File: config.mk
export PLATFORM = sky130hd
export DESIGN_NAME = bsc_rx_framer
export DESIGN_NICKNAME = d
export VERILOG_FILES = /design/src/rtl/bsc_rx_pkg.sv /design/src/rtl/bsc_ctl_match.sv /design/src/rtl/bsc_crc_acc.sv /design/src/rtl/bsc_rx_framer.sv
export SDC_FILE = /design/constraint.sdc
export NUM_CORES = 1
export LEC_CHECK = 0
export ABC_AREA = 1
export BUFFER_PORTS_ARGS = -buffer_cell sky130_fd_sc_hd__clkbuf_2
export CAP_MARGIN = 20
export CORE_AREA = 4 4 87 89
export DETAILED_ROUTE_END_ITERATION = 16
export DIE_AREA = 0 0 91 93
export GPL_TIMING_DRIVEN = 0
export HOLD_SLACK_MARGIN = 0.12
export PLACE_DENSITY_LB_ADDON = 0.2
export SLEW_MARGIN = 20
export SYNTH_ARGS = -nofsm -noshare
export SYNTH_HDL_FRONTEND = slang
export SYNTH_SLANG_ARGS = --single-unit
File: constraint.sdc
create_clock -name clk -period 1.7 [get_ports clk]
set_clock_uncertainty 0.2 [all_clocks]
set_input_delay 0.255 -clock clk [delete_from_list [all_inputs] [get_ports clk]]
set_output_delay 0.255 -clock clk [all_outputs]
set_load 0.005 [all_outputs]
File: src/rtl/bsc_rx_pkg.sv
package bsc_rx_pkg;

    localparam logic [7:0]  CH_SYN       = 8'h16;
    localparam logic [7:0]  CH_DLE       = 8'h10;
    localparam int          CRC_W        = 16;
    localparam logic [15:0] CRC_POLY_REF = 16'hA001;

    typedef enum logic [2:0] {
        ST_HUNT,
        ST_DATA,
        ST_ESC,
        ST_CHK1,
        ST_CHK2
    } rx_state_e;

    // Folds one byte into the check, least significant bit first.
    function automatic logic [CRC_W-1:0] crc_fold_byte(input logic [CRC_W-1:0] c,
                                                       input logic [7:0] b);
        logic [CRC_W-1:0] r;
        r = c;
        for (int i = 0; i < 8; i++) begin
            if (r[0] ^ b[i]) r = (r >> 1) ^ CRC_POLY_REF;
            else             r = r >> 1;
        end
        return r;
    endfunction

endpackage

File: src/rtl/bsc_ctl_match.sv
module bsc_ctl_match #(
    parameter int NUM_CTL = 4
) (
    input  logic [7:0]           byte_in,
    input  logic [NUM_CTL*8-1:0] tab_chars,
    input  logic [NUM_CTL-1:0]   tab_valid,
    input  logic [NUM_CTL-1:0]   tab_chk,
    output logic                 hit,
    output logic                 hit_chk
);
    logic [NUM_CTL-1:0] eq;

    generate
        for (genvar g = 0; g < NUM_CTL; g++) begin : g_entry
            assign eq[g] = tab_valid[g] && (tab_chars[g*8 +: 8] == byte_in);
        end
    endgenerate

    assign hit     = |eq;
    assign hit_chk = |(eq & tab_chk);
endmodule

File: src/rtl/bsc_crc_acc.sv
module bsc_crc_acc
    import bsc_rx_pkg::*;
(
    input  logic             clk,
    input  logic             rst_n,
    input  logic             clr,
    input  logic             fold,
    input  logic [7:0]       din,
    output logic [CRC_W-1:0] crc_nxt
);
    logic [CRC_W-1:0] crc_q;

    assign crc_nxt = crc_fold_byte(crc_q, din);

    always_ff @(posedge clk or negedge rst_n) begin
        if (!rst_n)    crc_q <= '0;
        else if (clr)  crc_q <= '0;
        else if (fold) crc_q <= crc_nxt;
    end
endmodule

File: src/rtl/bsc_rx_framer.sv
module bsc_rx_framer
    import bsc_rx_pkg::*;
#(
    parameter int NUM_CTL = 4
) (
    input  logic                 clk,
    input  logic                 rst_n,
    input  logic                 rx_valid,
    input  logic [7:0]           rx_data,
    input  logic                 mode_transp,
    input  logic                 mode_excl_en,
    input  logic [7:0]           excl_char,
    input  logic                 crc_reset_cmd,
    input  logic                 char_irq_en,
    input  logic                 line_turn,
    input  logic [NUM_CTL*8-1:0] ctl_chars,
    input  logic [NUM_CTL-1:0]   ctl_valid,
    input  logic [NUM_CTL-1:0]   ctl_chk,
    output logic                 out_valid,
    output logic [7:0]           out_data,
    output logic                 char_irq,
    output logic                 blk_end,
    output logic                 crc_err,
    output logic                 blk_abort,
    output logic                 hunt_req
);
    rx_state_e        state_q, state_d;
    logic             hit, hit_chk;
    logic             crc_clr, crc_fold;
    logic [CRC_W-1:0] crc_nxt;
    logic             vld_d, end_d, err_d, abort_d, hunt_d;

    bsc_ctl_match #(.NUM_CTL(NUM_CTL)) i_match (
        .byte_in   (rx_data),
        .tab_chars (ctl_chars),
        .tab_valid (ctl_valid),
        .tab_chk   (ctl_chk),
        .hit       (hit),
        .hit_chk   (hit_chk)
    );

    bsc_crc_acc i_crc (
        .clk     (clk),
        .rst_n   (rst_n),
        .clr     (crc_clr),
        .fold    (crc_fold),
        .din     (rx_data),
        .crc_nxt (crc_nxt)
    );

    // Next state and next outputs
    always_comb begin
        state_d  = state_q;
        vld_d    = 1'b0;
        end_d    = 1'b0;
        err_d    = 1'b0;
        abort_d  = 1'b0;
        hunt_d   = 1'b0;
        crc_clr  = 1'b0;
        crc_fold = 1'b0;
        if (line_turn) begin
            state_d = ST_HUNT;
            hunt_d  = 1'b1;
            crc_clr = 1'b1;
        end else if (rx_valid) begin
            unique case (state_q)
                ST_HUNT: begin
                    crc_clr = 1'b1;
                    if (rx_data == CH_SYN) state_d = ST_DATA;
                end
                ST_DATA, ST_ESC: begin
                    if (rx_data == CH_SYN) begin
                        state_d = ST_DATA;
                    end else if (state_q == ST_DATA && mode_transp && rx_data == CH_DLE) begin
                        state_d = ST_ESC;
                    end else if (hit && (state_q == ST_ESC || !mode_transp)) begin
                        vld_d = 1'b1;
                        if (hit_chk) begin
                            crc_fold = 1'b1;
                            state_d  = ST_CHK1;
                        end else begin
                            abort_d = 1'b1;
                            hunt_d  = 1'b1;
                            crc_clr = 1'b1;
                            state_d = ST_HUNT;
                        end
                    end else begin
                        vld_d   = 1'b1;
                        state_d = ST_DATA;
                        if (crc_reset_cmd)
                            crc_clr = 1'b1;
                        else if (!(mode_excl_en && rx_data == excl_char))
                            crc_fold = 1'b1;
                    end
                end
                ST_CHK1: begin
                    crc_fold = 1'b1;
                    state_d  = ST_CHK2;
                end
                ST_CHK2: begin
                    crc_clr = 1'b1;
                    end_d   = 1'b1;
                    err_d   = (crc_nxt != '0);
                    state_d = ST_DATA;
                end
                default: state_d = ST_HUNT;
            endcase
        end
    end

    // State register
    always_ff @(posedge clk or negedge rst_n) begin
        if (!rst_n) state_q <= ST_HUNT;
        else        state_q <= state_d;
    end

    // Output registers
    always_ff @(posedge clk or negedge rst_n) begin
        if (!rst_n) begin
            out_valid <= 1'b0;
            out_data  <= '0;
            char_irq  <= 1'b0;
            blk_end   <= 1'b0;
            crc_err   <= 1'b0;
            blk_abort <= 1'b0;
            hunt_req  <= 1'b0;
        end else begin
            out_valid <= vld_d;
            out_data  <= vld_d ? rx_data : '0;
            char_irq  <= vld_d && char_irq_en;
            blk_end   <= end_d;
            crc_err   <= err_d;
            blk_abort <= abort_d;
            hunt_req  <= hunt_d;
        end
    end

    AST_SYN_NEVER_OUT: assert property (@(posedge clk) disable iff (!rst_n)
        out_valid |-> out_data != CH_SYN);

    AST_DLE_DROPPED: assert property (@(posedge clk) disable iff (!rst_n)
        (rx_valid && !line_turn && state_q == ST_DATA && mode_transp && rx_data == CH_DLE)
        |=> !out_valid);

    AST_END_AFTER_CHECK: assert property (@(posedge clk) disable iff (!rst_n)
        blk_end |-> $past(state_q == ST_CHK2) && state_q == ST_DATA);

    AST_ERR_ONLY_AT_END: assert property (@(posedge clk) disable iff (!rst_n)
        crc_err |-> blk_end);

    AST_ABORT_HUNTS: assert property (@(posedge clk) disable iff (!rst_n)
        blk_abort |-> hunt_req && state_q == ST_HUNT && out_valid);

    AST_TURN_TO_HUNT: assert property (@(posedge clk) disable iff (!rst_n)
        line_turn |=> hunt_req && state_q == ST_HUNT && !out_valid);

    AST_IRQ_WITH_DATA: assert property (@(posedge clk) disable iff (!rst_n)
        char_irq |-> out_valid && $past(char_irq_en));
endmodule

Word level (Yosys, flattened, before mapping):

Index checks and enable logic that the tools add are counted.

* memory bits (writable): 0
* memory bits (read-only): 0
* latch bits: 0
* register bits after elaboration: 33
* logic and storage cells: 112
* memories kept: 0
* input port bits: 64

* $lt $le $gt $ge: 0
* $mul: 0
* equality and inequality tests: 12
* shift operators: 0
* reduce and logical (&&, ||, !) cells: 20
* add/subtract/negate cells: 0
* muxes and demuxes: 54
* bitwise gates (word level): 17
* div/mod/pow operators: 0

Operators by type and width (number)
* 16-bit 2-to-1 mux: 10
* 8-bit == test: 5
* 1-bit 2-to-1 mux: 33
* 2-bit NOT with 3-bit output: 8
* 3-bit 2-to-1 mux: 6
* 8-bit by 5-bit == test with 1-bit output (second input constant): 2
* 16-bit nonzero test: 1
* 3-bit one-hot mux with 4 select lines: 1
* 1-bit logical AND: 9
* 8-bit 2-to-1 mux: 1
* 4-bit OR reduction: 2
* 1-bit bitwise XOR: 8
* 3-bit by 2-bit == test with 1-bit output (second input constant): 2
* 4-bit bitwise AND: 1
* 1-bit one-hot mux with 2 select lines: 2
* 2-bit nonzero test: 2
* 2-bit OR reduction: 2
* 3-bit by 1-bit == test with 1-bit output (second input constant): 1
* 3-bit == test (second input constant): 1
* 3-bit logical NOT: 1
* 3-bit inequality test (second input constant): 1
* 2-bit 2-to-1 mux: 1
* 2-bit AND reduction: 1
* 1-bit logical NOT: 1
* 1-bit logical OR: 1

Logic depth before layout (Yosys ltp):

* depth after elaboration: 20
* depth in mapped cells: 19
* depth with buffers taken out: 18

By module:

Synthesis repeated with hierarchy kept, for this count alone.

* cells, all modules: 431
* area, all modules: 2825.2 um^2

By module, submodules not included
* bsc_crc_acc: area each 1137.3 um^2, cells each 131, instances 1
* bsc_rx_framer: area each 1054.8 um^2, cells each 150, instances 1
* bsc_ctl_match: area each 633.1 um^2, cells each 150, instances 1

Worst setup path after synthesis:

Ideal clock, no wire load.

* path type: input to register
* start: in rx_data[1]
* end: reg i_crc.crc_q[2]
* arrival: 1670 ps
* library setup time: 118 ps
* required time: 1382 ps
* buffers on the path: 2
* slack: -288 ps
* stages on the path: 16
* path through: buf_4 > inv_4 > or2_1 > nand3_1 > nor2_1 > nand3_1 > nand2_1 > nor2_2 > nor2_4 > nand2_2 > nand2_1 > o21ai_1 > inv_2 > buf_4 > nand3_2 > nand2_1

* cells in the longest elaborated chain, start to end: 12
* elaborated cells between the ends (all ways): 35
* those cells by class: eq/ne: 7; mux: 17; bitwise: 1; reduce/logical: 10

Ends and longest elaborated chain
* start, declared: RTL line bsc_rx_framer.sv:9 `input logic [7:0] rx_data,`
* 8-bit == test: RTL line bsc_ctl_match.sv:15 `assign eq[g] = tab_valid[g] && (tab_chars[g*8 +: 8] == byte_in);`
* 1-bit logical AND: RTL line bsc_ctl_match.sv:15
* 4-bit bitwise AND: RTL line bsc_ctl_match.sv:20 `assign hit_chk = |(eq & tab_chk);`
* 4-bit OR reduction: RTL line bsc_ctl_match.sv:20
* 1-bit 2-to-1 mux: RTL line bsc_rx_framer.sv:78 `if (hit_chk) begin`
* 1-bit 2-to-1 mux: RTL line bsc_rx_framer.sv:76 `end else if (hit && (state_q == ST_ESC || !mode_transp)) begin`
* 1-bit 2-to-1 mux: RTL line bsc_rx_framer.sv:74 `end else if (state_q == ST_DATA && mode_transp && rx_data == CH_DLE) begin`
* 1-bit 2-to-1 mux: RTL line bsc_rx_framer.sv:72 `if (rx_data == CH_SYN) begin`
* 1-bit one-hot mux with 2 select lines: RTL line bsc_rx_framer.sv:66 `unique case (state_q)`
* 1-bit 2-to-1 mux: RTL line bsc_rx_framer.sv:65 `end else if (rx_valid) begin`
* 1-bit 2-to-1 mux: RTL line bsc_rx_framer.sv:61 `if (line_turn) begin`
* 16-bit 2-to-1 mux / 2-bit nonzero test (equally long branches)
* end signal, assigned: RTL line bsc_crc_acc.sv:18 `else if (fold) crc_q <= crc_nxt;`
* end, declared: RTL line bsc_crc_acc.sv:11 `logic [CRC_W-1:0] crc_q;`

Parallel ways exist; a longest one is shown, timed or not.
A chain may end at the register's enable or synchronous reset.

Worst setup path in the final report:

* start: reg state_q[0]
* end: reg i_crc.crc_q[10]

* cells in the longest elaborated chain, start to end: 10
* elaborated cells between the ends (all ways): 25
* those cells by class: eq/ne: 4; mux: 13; reduce/logical: 8

Ends and longest elaborated chain
* start, declared: RTL line bsc_rx_framer.sv:27 `rx_state_e state_q, state_d;`
* start signal, assigned: RTL line bsc_rx_framer.sv:114 `else state_q <= state_d;`
* 3-bit by 2-bit == test with 1-bit output: RTL line bsc_rx_framer.sv:66, bsc_rx_framer.sv:76
* 1-bit logical OR: RTL line bsc_rx_framer.sv:76
* 1-bit logical AND: RTL line bsc_rx_framer.sv:76
* 1-bit 2-to-1 mux: RTL line bsc_rx_framer.sv:76
* 1-bit 2-to-1 mux: RTL line bsc_rx_framer.sv:74
* 1-bit 2-to-1 mux: RTL line bsc_rx_framer.sv:72
* 1-bit one-hot mux with 2 select lines: RTL line bsc_rx_framer.sv:66
* 1-bit 2-to-1 mux: RTL line bsc_rx_framer.sv:65
* 1-bit 2-to-1 mux: RTL line bsc_rx_framer.sv:61
* 16-bit 2-to-1 mux / 2-bit nonzero test (equally long branches)

Parallel ways exist; a longest one is shown, timed or not.

==> summary.txt <==
DRC: 0
Final ANT Viol Nets: 0
Routed vias: 2967
Placement Setup Slack: -0.674 ns
Row cnt: 30
Sequential share of power: 0.351
Worst min-delay path class: in2reg
Worst path required time: 1.67 ns
Post-Synthesis Cells: 383
Met3 wire length: 469 um
Worst Setup End Kind: flip-flop
Clock power share: 0.403
Die area: 8460 sq um
Worst setup path class: reg2reg
RSZ-0062 raised after global routing: yes
Pwr Density: 555 nW/um^2
Tcrit/Tclk final: 1.18
Leakage: 2.16 nW
Met2 WL: 4540 um
Drt first pass iters: 6
N_diodes: 0
Cts bufs inserted: 5
Top routing layer in use: met4
Mapped Nets: 447
Crit Path Max Fanout: 5
Seq/Total Area, Yosys: 0.320
Distinct cells, synth: 38
Drt initial violations: 165
Fin cells: 591
Global-route wire length before repair: 13700 um
Initial antenna violation count: 0
Number of synthesized flops with an enable pin: 0
Switch Pwr: 0.627 mW
Number of fill cells: 618
CTS Buffer Depth: 2
Die width: 91 um
Failing checks: setup timing
Main combinational cell family by area after synthesis: simple AND/OR/NAND/NOR gates
WL/cell: 14.8 um
Gr ovfl total: 0
Avg Cell Area, Syn: 6.74 sq um
Final HPWL DP: 5890 um
Layout cells sized above 1: 0.450
# IOs: 78
Clock Latency Late Sink: 0.29 ns
WL met1: 3650 um
Crit path DAT: 1.98 ns
Cell taking the most area after synthesis: dfrtp_1
Worst stage delay on the critical path: 0.39 ns
Top cells by area, synth: dfrtp_1, nand2_1, inv_1, xor2_1, nand4_1
Compound-Gate Fraction of Synth Area: 0.0529
VDD IR max: 0.325 mV
Crit-path slowest cell: dfrtp_1
Max Slew Vio Count: 0
Yosys warning total: 0
IO Port Bufs: 71
Initial core utilization: 0.382
Status: finished with violations
Final min period: 2.00 ns
Crit-path most repeated cell: buf_6
Wire length after detailed routing: 8740 um
Comb pwr share: 0.246
Relative slew slack: 0.423
Fmax: 0.499 GHz
Pin count of the biggest net entering global routing: 34
Maximum level of the CTS H-tree: 2
Asr flop ratio synth: 1.00
Gpl congestion: 0.873
Post-synthesis mux area share: 0
Number of global-route vias before repair: 2890
Final setup vio count: 31
Synth top area share: 0.320
CTS clk-pin slew, worst paths: 0.08 ns
P_int: 1.61 mW
Post-layout util: 0.598
Post-synthesis simple-gate area fraction: 0.424
Sw Share: 0.280
Root Buffer: clkbuf_8
Gr usage total: 0.200
FF+latch count, synth: 33
Synth-to-layout area growth: 56.5%
TritonCTS clock tree: built
Vias per cell: 5.02
Core ar.: 6760 sq um
Max Cap Viol: 0
Mapped Area: 2580 sq um
Top delay family on crit path: simple AND/OR/NAND/NOR gates
Final Hold Violating Endpoints: 0
Nets@finish: 574
Worst-Margin Slew: 0.866 ns
Startpoint class of the critical path: flip-flop
Post-synth top flop: dfrtp_1
Worst-path cell chain: buf_6, nand3_4, nor4_4, nor3b_4, nand3_2, nand2_4, buf_6, buf_6, nand4_1, nand2_1
Die Ht: 93 um
Number of buffer and inverter stages on the critical path: 3
Dpl cells: 534
CTS sink cnt: 33
Synth Area in Adders: 0
Final setup margin: -0.303 ns
Post-synthesis xor/xnor area fraction: 0.0815
registers in the layout, indices dropped and copies added (netlist names):
signal,cells
crc_err,1
state_q,3
out_data,8
blk_abort,1
hunt_req,1
blk_end,1
i_crc.crc_q,16
out_valid,1
char_irq,1
routing by layer:
layer	vias to the layer above	global-route usage
li1	1468	-
met1	1402	0.247
met4	0	0.0477
met3	10	0.0378
met2	87	0.359
met5	-	0
cell families (layout without fill, tap and decap cells):
family,count (synthesis),count (layout)
buf+inv,71,199
flops,33,33
compound gates,21,21
xor+xnor,24,24
simple gates,234,234
area by class of cell:
cell class / instances / area [sq um] / area share
Timing Repair Buffer: 119 / 816 / 0.202
Multi-Input combinational cell: 279 / 1750 / 0.433
Sequential cell: 33 / 827 / 0.205
Clock inverter: 3 / 65.1 / 0.0161
Tap cell: 80 / 100 / 0.0248
Inverter: 58 / 245 / 0.0607
Timing Repair inverter: 1 / 6.26 / 0.00155
Buffer: 13 / 160 / 0.0397
Clock buffer: 5 / 68.8 / 0.0170
tightest hold or removal path: stages:
cell and delay (ns):
buf_4 0.16, inv_1 0.13, nor2_1 0.06
worst paths after layout:
kind | from | end | slack, ns | depth (start not counted)
max | state_q[0]$_DFFE_PN0P_ | i_crc.crc_q[10]$_DFFE_PN0P_ | -0.30 | 10
min | rx_data[2] | out_data[2]$_DFF_PN0_ | 0.17 | 3
max reg2reg | state_q[0]$_DFFE_PN0P_ | i_crc.crc_q[10]$_DFFE_PN0P_ | -0.30 | 10
min reg2reg | i_crc.crc_q[7]$_DFFE_PN0P_ | i_crc.crc_q[7]$_DFFE_PN0P_ | 0.33 | 2
max in group asynchronous | rst_n | i_crc.crc_q[4]$_DFFE_PN0P_ | 0.29 | 2
min in group asynchronous | rst_n | out_data[0]$_DFF_PN0_ | 0.40 | 2
metrics by stage:
stage / hold slack (ns) / total power [mW] / cell area [sq um] / setup TNS [ns]
floorplan: -0.241 / 1.05 / 2620 / -3.40
global placement: 0.203 / 1.20 / 3080 / -15.36
detailed placement: 0.208 / 1.21 / 3080 / -15.32
CTS: 0.143 / 2.18 / 3700 / -4.93
global route: 0.188 / 2.34 / 4040 / -9.31
finish: 0.166 / 2.24 / 4040 / -6.08
synthesized netlist by cell type, types with 2 or more instances:
cell      instances
a21boi_2          2
a21oi_1           2
buf_2             3
buf_4             6
buf_6             2
clkbuf_1          2
clkinv_1          4
dfrtp_1          33
inv_1            46
inv_2             6
inv_4             2
nand2_1         126
nand2_4           2
nand3_1          22
nand3_2          11
nand4_1          26
nor2_1           33
nor3_1            2
nor4_1            3
o21ai_0           6
o21ai_1           3
o22ai_1           2
or2_1             2
xnor2_1           5
xor2_1           19
layout by cell type, fill, tap and decap left out, types with 2 or more instances in the layout:
cell type        n
a21boi_2         2
buf_12           5
buf_4           31
buf_6           10
buf_8            3
bufinv_16        2
clkbuf_1         2
clkbuf_2        69
clkbuf_8         5
clkinv_1         3
dfrtp_1         32
dlygate4sd3_1   10
inv_1           37
inv_2           10
inv_4            6
inv_6            3
nand2_1        101
nand2_2         24
nand2_4          3
nand3_1         16
nand3_2         16
nand4_1         26
nor2_1          15
nor2_2          15
nor2_4           5
nor4_4           2
o21ai_1          5
o21ai_2          2
o22ai_1          2
or2_1            2
xnor2_1          2
xnor2_2          2
xor2_1          16
xor2_2           3
power groups by stage:
stage               Combinational [mW]  Clock [mW]  Sequential, mW
global route                     0.610       0.947           0.787
CTS                              0.492       0.905           0.787
finish                           0.551       0.902           0.787
floorplan                        0.246           0           0.803
detailed placement               0.406           0           0.802
global placement                 0.400           0           0.802
timing repair:
| action | CTS | global route |
|---|---|---|
| hold endpoints to repair | 40 | 1 |
| resized for setup | 44 | 79 |
| hold buffers | 9 | 1 |
| pin swaps | 40 | 68 |
| setup endpoints to repair | 31 | 31 |
| setup buffers | 24 | 15 |
| gates cloned | 3 | 0 |
Note: power is estimated with default switching activity, not from simulation.
